File: src/rtl/bcd_adj_pkg.sv
package bcd_adj_pkg;
    localparam int BYTE_W   = 8;
    localparam int NIB_W    = BYTE_W / 2;
    localparam int DIGIT_MAX = 9;
    localparam logic [BYTE_W-1:0] LOW_STEP  = 8'h06;
    localparam logic [BYTE_W-1:0] HIGH_STEP = 8'h60;
    localparam logic [BYTE_W-1:0] HIGH_LIM  = 8'h99;
    localparam logic [BYTE_W-1:0] ADD_WRAP_LIM = 8'hF9;
    localparam logic [BYTE_W-1:0] SUB_WRAP_LIM = 8'h06;

    typedef struct packed {
        logic [BYTE_W-1:0] acc;
        logic              sf;
        logic              zf;
        logic              pf;
        logic              of;
        logic              af;
        logic              cf;
    } adj_result_t;
endpackage

File: src/rtl/bcd_low_fix.sv
module bcd_low_fix
    import bcd_adj_pkg::*;
(
    input  logic              sub_mode,
    input  logic [BYTE_W-1:0] acc_orig,
    input  logic              aux_in,
    input  logic              carry_in,
    output logic [BYTE_W-1:0] acc_mid,
    output logic              aux_mid,
    output logic              carry_mid
);
    logic apply;

    always_comb begin
        apply     = (acc_orig[NIB_W-1:0] > NIB_W'(DIGIT_MAX)) || aux_in;
        acc_mid   = acc_orig;
        aux_mid   = 1'b0;
        carry_mid = 1'b0;
        if (apply) begin
            aux_mid = 1'b1;
            if (sub_mode) begin
                carry_mid = (acc_orig < SUB_WRAP_LIM) || carry_in;
                acc_mid   = acc_orig - LOW_STEP;
            end else begin
                carry_mid = (acc_orig > ADD_WRAP_LIM) || carry_in;
                acc_mid   = acc_orig + LOW_STEP;
            end
        end
    end
endmodule

File: src/rtl/bcd_high_fix.sv
module bcd_high_fix
    import bcd_adj_pkg::*;
(
    input  logic              sub_mode,
    input  logic [BYTE_W-1:0] acc_orig,
    input  logic [BYTE_W-1:0] acc_mid,
    input  logic              carry_in,
    input  logic              carry_mid,
    output logic [BYTE_W-1:0] acc_fin,
    output logic              carry_fin
);
    logic apply;

    always_comb begin
        apply     = (acc_orig > HIGH_LIM) || carry_in;
        acc_fin   = acc_mid;
        carry_fin = carry_mid;
        if (apply) begin
            carry_fin = 1'b1;
            acc_fin   = sub_mode ? (acc_mid - HIGH_STEP) : (acc_mid + HIGH_STEP);
        end
    end
endmodule

File: src/rtl/bcd_status_flags.sv
module bcd_status_flags
    import bcd_adj_pkg::*;
(
    input  logic [BYTE_W-1:0] value,
    output logic              sign,
    output logic              zero,
    output logic              parity
);
    always_comb begin
        sign   = value[BYTE_W-1];
        zero   = (value == '0);
        parity = ~(^value);
    end
endmodule

File: src/rtl/bcd_adjust_unit.sv
module bcd_adjust_unit
    import bcd_adj_pkg::*;
(
    input  logic              clk,
    input  logic              rst_n,
    input  logic              sub_mode,
    input  logic [BYTE_W-1:0] acc_in,
    input  logic              aux_in,
    input  logic              carry_in,
    output logic [BYTE_W-1:0] acc_out,
    output logic              sign_out,
    output logic              zero_out,
    output logic              parity_out,
    output logic              ovf_out,
    output logic              aux_out,
    output logic              carry_out
);
    localparam adj_result_t RESET_VAL = '{acc: '0, sf: 1'b0, zf: 1'b1,
                                          pf: 1'b1, of: 1'b0, af: 1'b0, cf: 1'b0};

    logic [BYTE_W-1:0] acc_mid, acc_fin;
    logic              aux_mid, carry_mid, carry_fin;
    logic              sf_w, zf_w, pf_w;
    adj_result_t       res_d, res_q;

    bcd_low_fix u_low (
        .sub_mode (sub_mode),
        .acc_orig (acc_in),
        .aux_in   (aux_in),
        .carry_in (carry_in),
        .acc_mid  (acc_mid),
        .aux_mid  (aux_mid),
        .carry_mid(carry_mid)
    );

    bcd_high_fix u_high (
        .sub_mode (sub_mode),
        .acc_orig (acc_in),
        .acc_mid  (acc_mid),
        .carry_in (carry_in),
        .carry_mid(carry_mid),
        .acc_fin  (acc_fin),
        .carry_fin(carry_fin)
    );

    bcd_status_flags u_flags (
        .value (acc_fin),
        .sign  (sf_w),
        .zero  (zf_w),
        .parity(pf_w)
    );

    always_comb begin
        res_d.acc = acc_fin;
        res_d.sf  = sf_w;
        res_d.zf  = zf_w;
        res_d.pf  = pf_w;
        res_d.of  = 1'b0;
        res_d.af  = aux_mid;
        res_d.cf  = carry_fin;
    end

    always_ff @(posedge clk) begin
        if (!rst_n) res_q <= RESET_VAL;
        else        res_q <= res_d;
    end

    assign acc_out    = res_q.acc;
    assign sign_out   = res_q.sf;
    assign zero_out   = res_q.zf;
    assign parity_out = res_q.pf;
    assign ovf_out    = res_q.of;
    assign aux_out    = res_q.af;
    assign carry_out  = res_q.cf;
endmodule

File: config.mk
export PLATFORM = sky130hd
export DESIGN_NAME = bcd_adjust_unit
export DESIGN_NICKNAME = d
export VERILOG_FILES = /design/src/rtl/bcd_adj_pkg.sv /design/src/rtl/bcd_low_fix.sv /design/src/rtl/bcd_high_fix.sv /design/src/rtl/bcd_status_flags.sv /design/src/rtl/bcd_adjust_unit.sv
export SDC_FILE = /design/constraint.sdc
export NUM_CORES = 1
export LEC_CHECK = 0
export BUFFER_PORTS_ARGS = -buffer_cell sky130_fd_sc_hd__buf_2
export CELL_PAD_IN_SITES_DETAIL_PLACEMENT = 1
export CELL_PAD_IN_SITES_GLOBAL_PLACEMENT = 2
export CORE_MARGIN = 2
export CORE_UTILIZATION = 27
export CTS_CLUSTER_SIZE = 40
export DETAILED_ROUTE_END_ITERATION = 16
export PLACE_DENSITY_LB_ADDON = 0.3
export SYNTH_ARGS = -nofsm -noshare
export SYNTH_HDL_FRONTEND = slang
export SYNTH_HIERARCHICAL = 1
export SYNTH_SLANG_ARGS = --single-unit
File: constraint.sdc
create_clock -name clk -period 2.95 [get_ports clk]
set_input_delay 0.59 -clock clk [delete_from_list [all_inputs] [get_ports clk]]
set_output_delay 0.59 -clock clk [all_outputs]
set_load 0.02 [all_outputs]
==> qor.csv <==
metric;value;unit
status;finished, final reports clean;
drtIter0Drc;18;
grt_max_degree;14;
cts_root_buf;clkbuf_4;
cts_tree;built;
fmax;340;MHz
rsz0062_at_grt;true;
portBuffers;25;
p_switching;0.188;mW
avgSynthCellArea;8.65;um^2
p_int;0.380;mW
antenna_found_initial;0;
ys_seq_area_share;26.6;%
period_needed;2.94;ns
drt_wl_total;2.22;mm
place_hpwl;1.92;mm
power_density;439;mW/mm^2
yosysWarnings;6;
drc_errors;0;
leakagePower;0.624;nW
hold_buffers;0;
final_cells;198;
min_path_type;input pin to flip-flop;
drt-vias-per-instance;4.40;
pin_count;27;
synth-seq-cells;13;
worstPathMaxFanout;4;
placedCellCount;192;
cts_htree_levels;1;
rows;21;
ys.flop_type;dfxtp_1;
total_power;0.568;mW
swShare;33.1;%
vias;871;
comb_power_share;45.9;%
finalMaxSlewViolations;0;
async_flop_share;0;%
grt_pass1_vias;910;
drt-wirelength-per-cell;11.2;um
grt_pass1_wl;3.83;mm
synth_enable_flop_cells;0;
numCtsBuffers;3;
path_class;input pin to flip-flop;
synthToLayoutAreaGrowth;32.4;%
finalHoldViolations;0;
clock_path_buffers;2;
synth_cells;113;
ys_types;37;
die_y;64.2;um
setup_violations;0;
fin_crit_sh;99.6;%
start_kind;input pin;
cp-end-kind;flip-flop;
route.antenna.remaining_nets;0;
sequentialPowerShare;35.5;%
die_x;64.2;um
coreArea;0.00342;mm^2
fin_nets;173;
syn_area;977;um^2
grt_usage;11.6;%
p_clk_share;18.6;%
drive_gt1_share;43.4;%
tns;0;ns
initial_core_util;28.6;%
crit_required;3.11;ns
cap_violations;0;
ir_drop;94.3;uV
arrival;3.10;ns
dieArea;0.00412;mm^2
dr.pass1.iters;4;
gr-total-overflow;0;
cts_sinks;13;
path_clk_slew;0.07;ns
num_antenna_cells;0;
nFillCells;423;
gp_congestion;0.795;
syn-num-nets;133;
[power groups by stage]
stage | sequential, mW | combinational [mW] | clock, mW
after global routing | 0.204 | 0.288 | 0.118
after global placement | 0.206 | 0.245 | 0
final | 0.202 | 0.261 | 0.106
after detailed placement | 0.207 | 0.251 | 0
after floorplan | 0.236 | 0.149 | 0
after CTS | 0.202 | 0.257 | 0.108
[area by class of cell]
cell class	instances	area [um^2]	share of cell area (%)
tap	46	57.6	4.45
sequential	13	260	20.1
clock buffer	4	26.3	2.03
timing repair buffer	45	275	21.3
multi-input combinational	77	626	48.4
inverter	13	48.8	3.77
[synthesized netlist by cell type (all sizes together) (2+ instances only)]
library cell | number | area share [%]
o211ai | 4 | 3.6
inv | 13 | 5.0
o21ai | 2 | 1.4
xor2 | 3 | 2.7
or3 | 2 | 1.8
nor3 | 2 | 1.0
a21oi | 3 | 1.9
o311ai | 3 | 2.7
nand2b | 3 | 1.9
ha | 6 | 7.7
xnor2 | 9 | 8.1
nor3b | 2 | 1.5
and2 | 11 | 7.9
dfxtp | 13 | 27
nand2 | 9 | 3.5
nor2 | 5 | 1.9
buf | 10 | 7.8
[what timing repair did]
item	in CTS	in global routing
pin swaps	0	3
setup endpoints to repair	1	1
buffers inserted	1	1
resized for setup	1	4
[path summary, 6_finish.rpt]
check | end | depth (start not counted) | startpoint
worst max-delay path | parity_out$_SDFF_PN1_ | 14 | acc_in[1]
worst min-delay path | acc_out[0]$_SDFF_PN0_ | 2 | acc_in[0]
[registers in the layout, summed over array words and instances (netlist names)]
name and cells:
aux_out 1, carry_out 1, parity_out 1, zero_out 1, sign_out 1, acc_out 8
[through the flow]
stage / utilization (%) / setup slack, ns / area, um^2 / hold WS [ns]
after floorplan: - / -0.0690 / 985 / 0.663
after global placement: 35.9 / -0.232 / 1230 / 0.828
after detailed placement: 35.9 / -0.312 / 1230 / 0.832
after CTS: 37.0 / 0.0140 / 1260 / 0.547
after global routing: 37.9 / -0.0975 / 1290 / 0.541
final: 37.9 / 0.0110 / 1290 / 0.551
[cells in the final DEF (no fill, tap or decap), drive strengths merged, types with 2 or more instances in the layout]
cell type / count
a21oi: 3
and2: 11
buf: 45
clkbuf: 4
dfxtp: 13
ha: 6
inv: 13
nand2: 9
nand2b: 3
nor2: 5
nor3: 2
nor3b: 2
o211ai: 4
o21ai: 2
o311ai: 3
or3: 2
xnor2: 9
xor2: 3
[routing by layer]
layer,wire length (um),vias up,GRT usage (%)
li1,-,445,-
met5,0,-,0
met3,122,0,2.46
met2,1190,22,22.4
met1,905,404,12.3
met4,0,0,3.99
[worst max-delay path, stage by stage]
cell,delay [ns]
buf_2,0.14
o21ai_4,0.08
or3_4,0.37
a21oi_2,0.17
xor2_2,0.10
fa_2,0.34
xnor2_1,0.14
a211oi_2,0.17
xor2_1,0.24
inv_1,0.08
ha_1,0.28
xnor2_1,0.14
xnor2_1,0.12
nand2b_1,0.13
[kinds of logic after synthesis]
kind of cell	synth area share, %
AOI/OAI and AO/OA	14.3
xor gates and xnor gates	10.8
adders and majority gates	9.73
buffers and inverters	12.8
DFF	26.6
muxes	1.02
other	0.384
and+or+nand+nor	24.3
Note: power is estimated with default switching activity, not from simulation.
